`src/rtl/dst_pkg.sv`:
```
package dst_pkg;

  typedef enum logic [1:0] {
    SZ_BYTE = 2'd0,
    SZ_HALF = 2'd1,
    SZ_WORD = 2'd2,
    SZ_LINE = 2'd3
  } xfer_sz_e;

  localparam int ST_DONE = 0;
  localparam int ST_BSY  = 1;
  localparam int ST_REQ  = 2;
  localparam int ST_BED  = 4;
  localparam int ST_BES  = 5;
  localparam int ST_CE   = 6;
  localparam int ST_W    = 8;

  // Bytes moved by one transfer of the given size.
  function automatic logic [4:0] sz_bytes(input xfer_sz_e s);
    case (s)
      SZ_BYTE: sz_bytes = 5'd1;
      SZ_HALF: sz_bytes = 5'd2;
      SZ_WORD: sz_bytes = 5'd4;
      default: sz_bytes = 5'd16;
    endcase
  endfunction

  // Low-bit mask that must be clear for the size to be aligned.
  function automatic logic [3:0] sz_mask(input xfer_sz_e s);
    sz_mask = 4'(sz_bytes(s) - 5'd1);
  endfunction

endpackage

```
`src/rtl/dst_cfg_check.sv`:
```
module dst_cfg_check
  import dst_pkg::*;
#(
  parameter int ADDR_W = 32,
  parameter int CNT_W  = 24
) (
  input  logic [ADDR_W-1:0] src_addr,
  input  logic [ADDR_W-1:0] dst_addr,
  input  logic [CNT_W-1:0]  byte_cnt,
  input  xfer_sz_e          size,
  output logic              cfg_ok
);
  localparam int N_ADDR = 2;

  logic [ADDR_W-1:0] addr_arr [N_ADDR];
  logic [N_ADDR-1:0] addr_bad;
  logic [ADDR_W-1:0] amask;
  logic [CNT_W-1:0]  cmask;
  logic              cnt_bad;
  logic              cnt_zero;

  assign addr_arr[0] = src_addr;
  assign addr_arr[1] = dst_addr;
  assign amask = ADDR_W'(sz_mask(size));
  assign cmask = CNT_W'(sz_mask(size));

  generate
    for (genvar i = 0; i < N_ADDR; i++) begin : g_addr
      assign addr_bad[i] = |(addr_arr[i] & amask);
    end
  endgenerate

  assign cnt_bad  = |(byte_cnt & cmask);
  assign cnt_zero = (byte_cnt == '0);
  assign cfg_ok   = ~(|addr_bad) & ~cnt_bad & ~cnt_zero;
endmodule

```
`src/rtl/dst_flag_core.sv`:
```
module dst_flag_core
  import dst_pkg::*;
#(
  parameter int CNT_W = 24
) (
  input  logic             clk,
  input  logic             rst_n,
  input  logic             start,
  input  logic             cfg_ok,
  input  logic             sel,
  input  logic             rd_phase,
  input  logic             wr_phase,
  input  logic             bus_err,
  input  logic             beat_end,
  input  logic [CNT_W-1:0] cur_count,
  input  logic             clr,
  output logic             accept,
  output logic [ST_W-1:0]  status
);
  logic done_q, bsy_q, req_q, bed_q, bes_q, ce_q;
  logic start_bad, err_rd, err_wr, fin, stop;
  logic bsy_n;

  assign accept    = start & ~bsy_q & cfg_ok;
  assign start_bad = start & ~bsy_q & ~cfg_ok;
  assign err_rd    = bsy_q & bus_err & rd_phase;
  assign err_wr    = bsy_q & bus_err & wr_phase;
  assign fin       = bsy_q & beat_end & (cur_count == '0);
  assign stop      = err_rd | err_wr | fin;

  always_comb begin
    bsy_n = bsy_q;
    if (accept)    bsy_n = 1'b1;
    else if (stop) bsy_n = 1'b0;
  end

  always_ff @(posedge clk) begin
    if (!rst_n) begin
      done_q <= 1'b0;
      bsy_q  <= 1'b0;
      req_q  <= 1'b0;
      bed_q  <= 1'b0;
      bes_q  <= 1'b0;
      ce_q   <= 1'b0;
    end else begin
      bsy_q  <= bsy_n;
      req_q  <= bsy_n & ~sel;
      done_q <= (done_q & ~clr) | stop | start_bad;
      ce_q   <= (ce_q & ~clr) | start_bad;
      bes_q  <= (bes_q & ~clr) | err_rd;
      bed_q  <= (bed_q & ~clr) | err_wr;
    end
  end

  always_comb begin
    status          = '0;
    status[ST_DONE] = done_q;
    status[ST_BSY]  = bsy_q;
    status[ST_REQ]  = req_q;
    status[ST_BED]  = bed_q;
    status[ST_BES]  = bes_q;
    status[ST_CE]   = ce_q;
  end
endmodule

```
`src/rtl/dst_ack_gen.sv`:
```
module dst_ack_gen
  import dst_pkg::*;
#(
  parameter int CNT_W = 24
) (
  input  logic             clk,
  input  logic             rst_n,
  input  logic             final_only,
  input  logic             active,
  input  logic             sel,
  input  logic             ext_req,
  input  logic             rd_phase,
  input  logic             wr_phase,
  input  logic [CNT_W-1:0] cur_count,
  input  xfer_sz_e         size,
  output logic             ack
);
  logic [CNT_W-1:0] unit;
  logic             last_xfer;
  logic             hit;

  assign unit      = CNT_W'(sz_bytes(size));
  assign last_xfer = (cur_count != '0) && (cur_count <= unit);
  assign hit       = active & sel & ext_req & (rd_phase | wr_phase)
                   & (~final_only | last_xfer);

  always_ff @(posedge clk) begin
    if (!rst_n) ack <= 1'b0;
    else        ack <= hit;
  end
endmodule

```
`src/rtl/dma_chan_status.sv`:
```
module dma_chan_status
  import dst_pkg::*;
#(
  parameter int ADDR_W = 32,
  parameter int CNT_W  = 24
) (
  input  logic              clk,
  input  logic              rst_n,
  input  logic              start,
  input  logic [ADDR_W-1:0] src_addr,
  input  logic [ADDR_W-1:0] dst_addr,
  input  logic [CNT_W-1:0]  byte_cnt,
  input  logic [1:0]        xfer_size,
  input  logic              sel,
  input  logic              ext_req,
  input  logic              rd_phase,
  input  logic              wr_phase,
  input  logic              bus_err,
  input  logic              beat_end,
  input  logic [CNT_W-1:0]  cur_count,
  input  logic              ack_final_only,
  input  logic              wr_en,
  input  logic [7:0]        wr_data,
  output logic [7:0]        status,
  output logic              ack
);
  xfer_sz_e size_in, size_q;
  logic     cfg_ok, accept, clr;
  logic     unused_wr;

  assign size_in   = xfer_sz_e'(xfer_size);
  assign clr       = wr_en & wr_data[ST_DONE];
  assign unused_wr = ^wr_data;

  dst_cfg_check #(.ADDR_W(ADDR_W), .CNT_W(CNT_W)) u_cfg (
    .src_addr (src_addr),
    .dst_addr (dst_addr),
    .byte_cnt (byte_cnt),
    .size     (size_in),
    .cfg_ok   (cfg_ok)
  );

  dst_flag_core #(.CNT_W(CNT_W)) u_flags (
    .clk       (clk),
    .rst_n     (rst_n),
    .start     (start),
    .cfg_ok    (cfg_ok),
    .sel       (sel),
    .rd_phase  (rd_phase),
    .wr_phase  (wr_phase),
    .bus_err   (bus_err),
    .beat_end  (beat_end),
    .cur_count (cur_count),
    .clr       (clr),
    .accept    (accept),
    .status    (status)
  );

  always_ff @(posedge clk) begin
    if (!rst_n)      size_q <= SZ_BYTE;
    else if (accept) size_q <= size_in;
  end

  dst_ack_gen #(.CNT_W(CNT_W)) u_ack (
    .clk        (clk),
    .rst_n      (rst_n),
    .final_only (ack_final_only),
    .active     (status[ST_BSY]),
    .sel        (sel),
    .ext_req    (ext_req),
    .rd_phase   (rd_phase),
    .wr_phase   (wr_phase),
    .cur_count  (cur_count),
    .size       (size_q),
    .ack        (ack)
  );
endmodule

```
`config.mk`:
```
export PLATFORM = sky130hd
export DESIGN_NAME = dma_chan_status
export DESIGN_NICKNAME = d
export VERILOG_FILES = /design/src/rtl/dst_pkg.sv /design/src/rtl/dst_cfg_check.sv /design/src/rtl/dst_flag_core.sv /design/src/rtl/dst_ack_gen.sv /design/src/rtl/dma_chan_status.sv
export SDC_FILE = /design/constraint.sdc
export NUM_CORES = 1
export LEC_CHECK = 0
export CORE_MARGIN = 2
export CORE_UTILIZATION = 21
export DETAILED_ROUTE_END_ITERATION = 8
export PLACE_DENSITY = 0.93
export SLEW_MARGIN = 15
export SYNTH_ARGS = -nofsm -noshare
export SYNTH_HDL_FRONTEND = slang
export SYNTH_SLANG_ARGS = --single-unit
```
`constraint.sdc`:
```
create_clock -name clk -period 3.6 [get_ports clk]
set_input_delay 0.72 -clock clk [delete_from_list [all_inputs] [get_ports clk]]
set_output_delay 0.72 -clock clk [all_outputs]
set_load 0.03 [all_outputs]
```
==> metrics.sh <==
STATUS='complete, no violations'
TRACK_USAGE_PCT=12.2
CTS_MADE_BUFFERS=3
CTS.HTREE.LEVELS=1
SYNTH_EDF_COUNT=0
PATH_BUF_INV=1
POST_DP_AREA_MM2=0.00148
CRITICAL_PATH_CLASS='primary input to flip-flop'
CTS_RESIZED=0
TIMING.CRITICAL_PATH.FANOUT_MAX=4
POSTSYNTH.ASYNCRESETSHARE_PCT=0
WORST_EP_ARRIVAL_TIME_NS=2.63
CTS.REPORTEDPATHS.CLKPINSLEW_NS=0.06
FINAL.HOLD.WORST_SLACK_NS=0.514
SYNTH_CELL_TYPES=30
SYNTHESIS.INSTANCES=91
CTS_MAX_PATH_BUFFERS=2
DETAILEDROUTE.FIRSTPASSITERATIONCOUNT=3
SETUP_REPAIR_AFTER_GLOBAL_ROUTING_MISSED_ITS_MARGIN='no'
INSERTION_DELAY_TO_THE_LATER_SINK_OF_THE_WORST_SKEW_PAIR_NS=0.25
SYNTH.FF_LATCH_COUNT=9
FMAXACHIEVABLE_MHz=410
SETUP_WS_NS=1.16
FIN_CRIT_NS=2.44
DETAIL_ROUTE.DRC_VIOLATIONS=0
DIE_HEIGHT_UM=62.8
CRITICAL_PATH.CELL_CHAIN='clkdlybuf4s50_1 > or3_1 > or4_1 > a32oi_1 > and3b_1 > mux2i_1'
MEAN_INSTANCE_SIZE_IN_THE_SYNTHESIZED_NETLIST_UM2=7.97
OVERFLOW=0
IR_WORST_VDD_V=0.0000733
PLACEMENT.SETUP.WORST_SLACK_NS=0.875
FIRST_GLOBAL_VIAS=948
ROUTE.VIAS.TOTAL=934
FINAL-MAX-SLEW-VIOLATION-COUNT=0
FINAL_CYCLE_UTILIZATION_OF_THE_CRITICAL_PATH_PCT=67.8
SYNTH_SEQ_AREA_SHARE_PCT=24.8
DETAIL-ROUTE-ANTENNA-NETS=0
INITIAL_UTILIZATION_PCT=21.7
PIN_COUNT=142
DPL.CELL_COUNT=204
FIN_SETUP_TNS_NS=0
LARGEST_NET_DEGREE_AT_THE_START_OF_GLOBAL_ROUTING=12
CLOCKROOTBUFFER='sky130_fd_sc_hd__clkbuf_4'
YS.WARNINGS.COUNT=0
SYNTH_TOP_AREA_SHARE_PCT=24.8
WORST_SETUP_PATH_END_KIND='flip-flop'
PORT_BUFFER_COUNT=76
FIN_AREA_MM2=0.00150
DPL.HPWL_UM=2120
DIEWIDTH_UM=62.8
SYNTH_TOP_CELLS_BY_COUNT='sky130_fd_sc_hd__buf_4 (9), sky130_fd_sc_hd__dfxtp_1 (9), sky130_fd_sc_hd__nor4_1 (9)'
FIN_SKEW_NS=0.00211
CTS_TREE='done'
CRITICAL_PATH_REQUIRED_TIME_NS=3.79
FLOW.AREA_GROWTH_FROM_SYNTHESIS_PCT=107
MIN_PATH_TYPE='flip-flop to flip-flop'
CRIT_PATH_START_KIND='primary input'
AVERAGE_ROUTED_WIRE_PER_STANDARD_CELL_UM=11.1
REG2REG_SETUP_SLACK_NS=2.16
NETS=300
WORST_PATH_DOMINANT_CELL_FAMILY='simple AND/OR/NAND/NOR gates'
SYNTH_AREA_LEADER_CELL='sky130_fd_sc_hd__dfxtp_1'
ROUTED_VIA_DENSITY=4.49
CORE_REGION_AREA_MM2=0.00334
ANTENNA_FOUND_INITIAL=0
POWER_DENSITY_mW_PER_MM2=205
CP_SLOWEST_STAGE_DELAY_NS=0.41
WIRE_LENGTH_OF_THE_FIRST_GLOBAL_ROUTING_PASS_UM=3900
LEAKAGE_POWER_OF_THE_DESIGN_nW=0.542
HOLD_BUFFERS=0
YS_DOMINANT_REG_CELL='sky130_fd_sc_hd__dfxtp_1'
FINAL_GP_CONGESTION=0.640
NUMCLOCKSINKS=9
CRIT_SLOWEST_CELL='sky130_fd_sc_hd__or4_1'
DIODES=0
DIE_AREA_MM2=0.00394
MAX_CAP_VIOLATIONS=0
REPORT.FINAL.HOLD_VIOL_COUNT=0
WL_FINAL_UM=2310
INITIALDRTVIOLATIONCOUNT=38
SYNTHTOPCELLSBYAREA='sky130_fd_sc_hd__dfxtp_1 (25%), sky130_fd_sc_hd__buf_4 (9.3%), sky130_fd_sc_hd__nor4_1 (7.8%), sky130_fd_sc_hd__ha_1 (6.9%), sky130_fd_sc_hd__nor2_1 (4.1%)'
DRIVE_ABOVE_1_SHARE_PCT=2.47
FINAL-SETUP-VIOL-COUNT=0
POSTCTSSETUPREPAIRBUFS=0
POST_SYNTH_INSTANCE_AREA_UM2=726
LAYOUTNONFILLERINSTCOUNT=208
FLOORPLAN.ROWS=21
[state kept, by name, summed over array words and instances, names as in the netlist]
signal          count
u_flags.req_q       1
size_q              2
u_ack.ack           1
u_flags.bsy_q       1
u_flags.done_q      1
u_flags.ce_q        1
u_flags.bed_q       1
u_flags.bes_q       1
[cells in the final DEF, fill, tap and decap left out, drive strengths merged]
cell type / n
nand4b: 1
conb: 2
o21ai: 4
o31ai: 1
nand3: 2
and4: 1
inv: 4
nor4: 10
clkdlybuf4s50: 76
o21a: 4
nand2b: 2
and3b: 1
mux2i: 2
o31a: 1
or3: 2
dfxtp: 9
or4: 3
nand2: 7
nand4: 2
nor2b: 3
o211a: 1
ha: 4
a32oi: 3
clkbuf: 4
a221oi: 1
nor2: 8
a21oi: 2
a22o: 1
and2: 1
[per-stage QoR]
step	total power, mW	util (%)
after floorplan	0.150	-
after global placement	0.232	44.2
after detailed placement	0.234	44.2
after CTS	0.312	45.0
after global routing	0.331	45.0
final	0.308	45.0
[per-layer routing]
layer | part of all wire, % | global-route usage [%] | wire [um] | vias to the layer above
met3 | 11 | 4.14 | 262 | 0
met4 | 0 | 2.50 | 0 | 0
li1 | - | - | - | 476
met2 | 51 | 23.1 | 1190 | 55
met5 | 0 | 0 | 0 | -
met1 | 37 | 12.9 | 864 | 403
[final timing paths]
path,start,endpoint,cells after the start
hold / removal,size_q[0],size_q[0],2
setup reg to reg,size_q[1],u_ack.ack,7
hold reg to reg,size_q[0],size_q[0],2
setup / recovery,src_addr[0],size_q[0],6
[power by group]
| group | internal [mW] | switching [mW] |
|---|---|---|
| combinational | 0.0853 | 0.0395 |
| clock | 0.0426 | 0.0339 |
| sequential | 0.104 | 0.00294 |
| total | 0.232 | 0.0764 |
[logic make-up (layout without fill, tap and decap cells)]
group	Yosys count	after routing	synth area share, %
other cells	1	2	0.517
buf+inv	14	84	11.9
mux	2	2	2.76
flops	9	9	24.8
compound gates	18	18	17.9
simple gates	43	43	35.2
fa+ha+maj	4	4	6.90
[final cells by class]
type	instances	area (um^2)
Fill cell	333	1830
Tap cell	46	57.6
Timing Repair Buffer	76	761
Inverter	4	15.0
Sequential cell	9	180
Multi-Input combinational cell	69	463
Clock buffer	4	26.3
[worst reg2reg max path, delay by kind of cell (launching register included)]
kind	cells	cell delay [ns]
AOI/OAI and AO/OA	4	0.48
DFF	1	0.34
and+or+nand+nor	2	0.28
adders and majority gates	1	0.28
No activity file was read; power rests on OpenSTA's default activity.
